--- src/rtl/pcm_sample_player.sv ---
module pcm_sample_player #(
  parameter int AW       = 15,
  parameter int LW       = 14,
  parameter int TW       = 12,
  parameter int STEP_W   = 8,
  parameter int PERIOD   = 246,
  parameter logic [15:0] A_BASE = 16'h4012,
  parameter logic [15:0] A_LEN  = 16'h4013,
  parameter logic [15:0] A_CTL  = 16'h4015
) (
  input  logic              clk,
  input  logic              rst_n,
  input  logic              cpu_wr,
  input  logic [15:0]       cpu_addr,
  input  logic [7:0]        cpu_wdata,
  input  logic [7:0]        base_status,
  output logic [7:0]        status_out,
  input  logic              cyc_tick,
  input  logic [STEP_W-1:0] cyc_step,
  output logic              mem_req,
  output logic [AW-1:0]     mem_addr,
  input  logic              mem_ack,
  input  logic [7:0]        mem_rdata,
  output logic [6:0]        dac_val,
  output logic              irq
);
  localparam logic signed [TW-1:0] PER_S = TW'(PERIOD);

  logic                 en, done, dac_pend;
  logic [6:0]           half_q;
  logic signed [LW-1:0] len;
  logic signed [TW-1:0] timer, step_s, timer_dec;
  logic signed [LW-1:0] len_dec;
  logic                 wr_base, wr_len, wr_ctl, expire, unused_bits;

  assign wr_base   = cpu_wr && cpu_addr == A_BASE;
  assign wr_len    = cpu_wr && cpu_addr == A_LEN;
  assign wr_ctl    = cpu_wr && cpu_addr == A_CTL;
  assign step_s    = {{(TW-STEP_W){1'b0}}, cyc_step};
  assign timer_dec = timer - step_s;
  assign len_dec   = len - LW'(1);
  assign expire    = en && cyc_tick && (timer_dec <= 0);
  assign status_out  = {done, base_status[6:0]};
  assign irq         = done;
  assign unused_bits = ^{mem_rdata[0], base_status[7]};

  always_ff @(posedge clk) begin
    if (!rst_n) begin
      en       <= 1'b0;
      done     <= 1'b0;
      timer    <= PER_S;
      len      <= '0;
      mem_addr <= '0;
      mem_req  <= 1'b0;
      half_q   <= '0;
      dac_pend <= 1'b0;
      dac_val  <= '0;
    end else begin
      dac_pend <= 1'b0;
      if (dac_pend) dac_val <= half_q;
      if (mem_req && mem_ack) begin
        mem_req  <= 1'b0;
        half_q   <= mem_rdata[7:1];
        dac_pend <= 1'b1;
        mem_addr <= mem_addr + AW'(1);
      end
      if (en && cyc_tick) begin
        if (expire) begin
          timer <= timer_dec + PER_S;
          len   <= len_dec;
          if (len_dec < 0) begin
            done <= 1'b1;
            en   <= 1'b0;
          end else if (!mem_req || mem_ack) begin
            mem_req <= 1'b1;
          end
        end else begin
          timer <= timer_dec;
        end
      end
      if (wr_base) mem_addr <= AW'({cpu_wdata, 6'b0});
      if (wr_len)  len      <= LW'({cpu_wdata, 4'b0001});
      if (wr_ctl) begin
        en   <= cpu_wdata[4];
        done <= 1'b0;
        if (cpu_wdata[4]) timer <= PER_S;
      end
    end
  end
endmodule

--- config.mk ---
export PLATFORM = sky130hd
export DESIGN_NAME = pcm_sample_player
export DESIGN_NICKNAME = d
export VERILOG_FILES = /design/src/rtl/pcm_sample_player.sv
export SDC_FILE = /design/constraint.sdc
export NUM_CORES = 1
export LEC_CHECK = 0
export ABC_AREA = 1
export BUFFER_PORTS_ARGS = -buffer_cell sky130_fd_sc_hd__buf_2
export CORE_ASPECT_RATIO = 0.75
export CORE_MARGIN = 8
export CORE_UTILIZATION = 54
export CTS_CLUSTER_DIAMETER = 50
export DETAILED_ROUTE_END_ITERATION = 8
export PLACE_DENSITY = 0.89
export SYNTH_ARGS = -nofsm -noshare
export SYNTH_HDL_FRONTEND = slang
export SYNTH_SLANG_ARGS = --single-unit
--- constraint.sdc ---
create_clock -name clk -period 3.1 [get_ports clk]
set_clock_uncertainty 0.05 [all_clocks]
set_input_delay 0.155 -clock clk [delete_from_list [all_inputs] [get_ports clk]]
set_output_delay 0.155 -clock clk [all_outputs]
set_load 0.05 [all_outputs]
After elaboration in Yosys (flattened, before gate mapping). Cells that the tools add are included.

Bits in registers: 59. Input bits: 53. Output and inout bits: 32. Logic and storage cells: 61.

$add $sub $neg: 4. Magnitude comparators: 2. Eq/ne operators: 3. Mux-type cells: 19. Bitwise logic cells: 1. Reduce and logical (&&, ||, !) cells: 21.

Operator list (count): $mux W12 (7); $eq A16 B15 Y1 const B (3); $mux W14 (2); $add A15 B1 Y15 const B (1); $lt A14 B1 Y1 const B (1); $sub A14 B2 Y14 const B (1); $add A12 B9 Y12 const B (1); $le A12 B1 Y1 const B (1); $reduce_bool A2 Y1 (6); $sub A12 B9 Y12 (1); $mux W1 (10); $logic_and A1 B1 Y1 (6); $reduce_and A3 Y1 (2); $reduce_or A2 Y1 (3); $reduce_and A2 Y1 (2); $logic_not A1 Y1 (1); $logic_or A1 B1 Y1 (1); $not A1 Y1 (1).

Logic depth before layout (Yosys ltp).
Depth in word-level cells: 7. Depth in mapped cells: 21.

Worst setup path after synthesis. No wires, ideal clock.

Path type: register to register. From: register timer[0]. To: register len[3]. Setup time: 0.113 ns. Arrival time: 2.206 ns. Path slack: 0.731 ns. Cell stages (with the launch flop): 20. Buffers on the path: 1. Clock period less this slack: 2.369 ns. Path through: dfxtp_1 inv_1 ha_1 inv_1 fa_1 nand2_1 nand3_2 nand2_1 nand2_1 nand2_1 nand3_2 nor2_4 nand3_2 nand2_2 nand2_2 buf_6 nor2_4 nand2_1 o21ai_1 nor2_1.

Longest elaborated chain between the ends: 4.

Ends and longest elaborated chain: from (decl) (RTL line 32) `logic signed [TW-1:0] timer, step_s, timer_dec;`; from (signal assigned) (RTL line 69) `timer <= timer_dec + PER_S;`; from (signal assigned) (RTL line 78) `timer <= timer_dec;`; $sub A12 B9 Y12 (RTL line 40) `assign timer_dec = timer - step_s;`; $le A12 B1 Y1 (RTL line 42) `assign expire = en && cyc_tick && (timer_dec <= 0);`; $logic_and A1 B1 Y1 (RTL line 42); $reduce_and A2 Y1 (no source line); to (signal assigned) (RTL line 70) `len <= len_dec;`; to (signal assigned) (RTL line 82) `if (wr_len) len <= LW'({cpu_wdata, 4'b0001});`; to (decl) (RTL line 31) `logic signed [LW-1:0] len;`.

No other way between the ends. A chain may end at the register's enable or synchronous reset.

Worst setup path in the final report. Same ends and word-level chain as after synthesis.

==> out/qor.yml <==
layout:
  final_common_cell: "nand2_1"
  drive_above_1_share_pct: 16.5
  area_growth_syn_to_layout_pct: 16.2
  final_nets: 679
  antenna_cells: 0
  final_cell_mix: "109 x nand2_1, 92 x nor2_1, 69 x inv_1"
  stdcell_area_um2: 4200
sta:
  min_period_over_period_pct: 91.8
  rsz0062_at_grt: "false"
  fmax_mhz: 351
  setup_violations: 0
  tightestPinTransition_ns: 0.687
  maxSlewHeadroom_pct: 54.1
  period_needed_ns: 2.85
  post-route-worst-setup-slack_ns: 0.253
  tns_ns: 0
  hold_violations: 0
  finalMaxSlewViolations: 0
worst_setup_path:
  critPathSlowestCell: "fa_1"
  crit_required_ns: 3.29
  cp_top_family: "simple AND/OR/NAND/NOR gates"
  path_buf_inv: 3
  end_kind: "flop"
  critPathKind: "reg -> reg"
  start_kind: "flop"
  critPathMaxStageDelay_ns: 0.43
  rrSetupSlack_ns: 0.25
  cp_common_cell: "nand2_1"
  arrival_ns: 3.04
  cp_cell_sequence: "inv_1 > ha_1 > inv_1 > fa_1 > nand2_1 > nand3_2 > nand3_1 > nand3b_1 > nand2_1 > nand2_1 > nor2_4 > nand3_2 > nand2_2 > nand2_2 > buf_4 > nor2_4 > nand2_1 > o21ai_1 > nor2_1"
  cp_max_fo: 7
pwr:
  internal-power_mw: 1.29
  clock_power_share_pct: 45.9
  p_sw_uw: 425
  power.leakage_nw: 2.04
  peakVddDrop_v: 0.000314
  p_total_mw: 1.72
  powerDensity_nw_per_um2: 410
  power_frac_comb_pct: 10.0
  p_seq_share_pct: 44.1
  sw_frac_of_total_pct: 24.7
floorplan:
  initial_utilization_pct: 56.6
  die_area_um2: 9590
  die_x_um: 110
  fp.dieH_um: 86.8
  pin_count: 85
  num_rows: 25
  core_region_area_um2: 6380
drt:
  routed_wl_mm: 9.95
  drt_first_pass_iters: 5
  initialDrtViolationCount: 337
  ant_nets: 0
  avgViaCountPerCell: 5.43
  via_count: 3803
  drc: 0
  wl_per_cell_um: 14.2
cts:
  clockBufferDepth: 2
  cts_tree: "built"
  cts_hold_buf: 0
  cts_sinks: 59
  cts_made_buffers: 9
  cts.clk_slew.worst_paths_ns: 0.07
  htree_levels: 3
  cts_root_buf: "clkbuf_8"
  insertion_delay_ns: 0.34
yosys:
  synthCells: 550
  yosysTopAreaCell: "dfxtp_1"
  syn_nets: 615
  yosys_warnings: 0
  synth-edff-count: 0
  syn_avg_cell_area_um2: 6.57
  ys_types: 37
  synthTopCellsByArea: "dfxtp_1 33%, nand2_1 11%, nor2_1 9.6%"
  ys_seq_area_share_pct: 32.7
  synth_ff_type: "dfxtp_1"
  synth.cell_area_um2: 3610
  async_flop_share_pct: 0
  synth.top_cell.area_share_pct: 32.7
  ys_ff_latch: 59
job:
  cap_violations: 0
global_route:
  grt_first_pass_wirelength_mm: 16.7
  grtUsageTotal_pct: 20.5
  first_global_vias: 3715
  grt_max_degree: 29
  grt-ovfl-total: 0
  antenna_found_initial: 0
place:
  place_ws_ns: 0.301
  placed_area_um2: 3970
  portBuffers: 68
  gp_congestion: 0.934
  dpl.hpwl_mm: 7.44
min_path:
  hp-class: "in -> reg"
run_status:
  outcome: "finished, final reports clean"
==> final timing paths <==
kind	startpoint	end	cells after the start
setup / recovery	timer[0]$_SDFF_PN0_	len[3]$_SDFFE_PP0P_	19
setup reg to reg	timer[0]$_SDFF_PN0_	len[3]$_SDFFE_PP0P_	19
hold / removal	mem_rdata[5]	half_q[4]$_SDFFE_PN0P_	3
hold reg to reg	timer[5]$_SDFF_PN1_	timer[5]$_SDFF_PN1_	2
==> logic make-up after synthesis <==
family	synth area share (%)
adder cells (fa/ha/maj)	4.37
XOR/XNOR	6.03
buffers and inverters	11.1
flip-flops	32.7
AND/OR/NAND/NOR	34.0
AO/OA/AOI/OAI	11.8
==> layout make-up <==
class	instances	area, µm²
Multi-Input combinational cell	397	2030
Clock buffer	10	138
Clock inverter	6	88.8
Sequential cell	59	1180
Tap cell	81	101
Fill cell	554	2190
Inverter	74	280
Timing Repair Buffer	73	378
==> registers in the layout, indices dropped and copies added (netlist names) <==
name and count:
timer 12, en 1, mem_addr 15, irq 1, dac_pend 1, len 14
dac_val 7, mem_req 1, half_q 7
==> cells in the mapped netlist (3+ instances only) <==
library cell	number
a21oi_1	30
nor3_1	10
xnor2_1	9
nor4_1	5
ha_1	11
xor2_1	14
nor2_1	92
clkbuf_1	8
buf_4	9
nand3b_1	4
nand2_2	3
nand3_1	40
o21ai_0	33
o21ai_1	3
inv_1	69
clkinv_1	3
nand3_2	3
nand2_1	109
dfxtp_1	59
a31oi_1	6
nand4_1	9
==> power groups by stage <==
stage	Combinational (mW)	Sequential (mW)	Clock, mW
2_1_floorplan	0.132	0.775	0
3_3_place_gp	0.159	0.775	0
3_5_place_dp	0.166	0.775	0
4_1_cts	0.168	0.758	0.795
5_1_grt	0.192	0.757	0.834
6_report	0.173	0.758	0.789
==> what timing repair did <==
| action | 4_1_cts | 5_1_grt |
|---|---|---|
| endpoints found under the setup margin | 0 | 1 |
| setup buffers | 0 | 0 |
| gates resized for setup | 0 | 1 |
==> through the flow <==
step | util [%] | hold slack, ns | std cells
after detailed placement | 62.2 | 0.260 | 684
after global routing | 65.7 | 0.00764 | 700
after CTS | 65.7 | 0.00109 | 700
after global placement | 62.2 | 0.260 | 684
final | 65.7 | 0.00184 | 700
after floorplan | - | 0.272 | 550
==> layer usage <==
layer	wire length (µm)	share of wire, %	GRT usage (%)
met5	0	0	0
met4	218	2.2	8.56
met3	692	7.0	5.24
met2	4680	47	33.7
met1	4360	44	24.9
==> worst min-delay path: cells and delay by family <==
kind / cells / cell delay [ns]
AND/OR/NAND/NOR: 1 / 0.08
buffers and inverters: 1 / 0.07
AO/OA/AOI/OAI: 1 / 0.07
No activity file was read; power rests on OpenSTA's default activity.
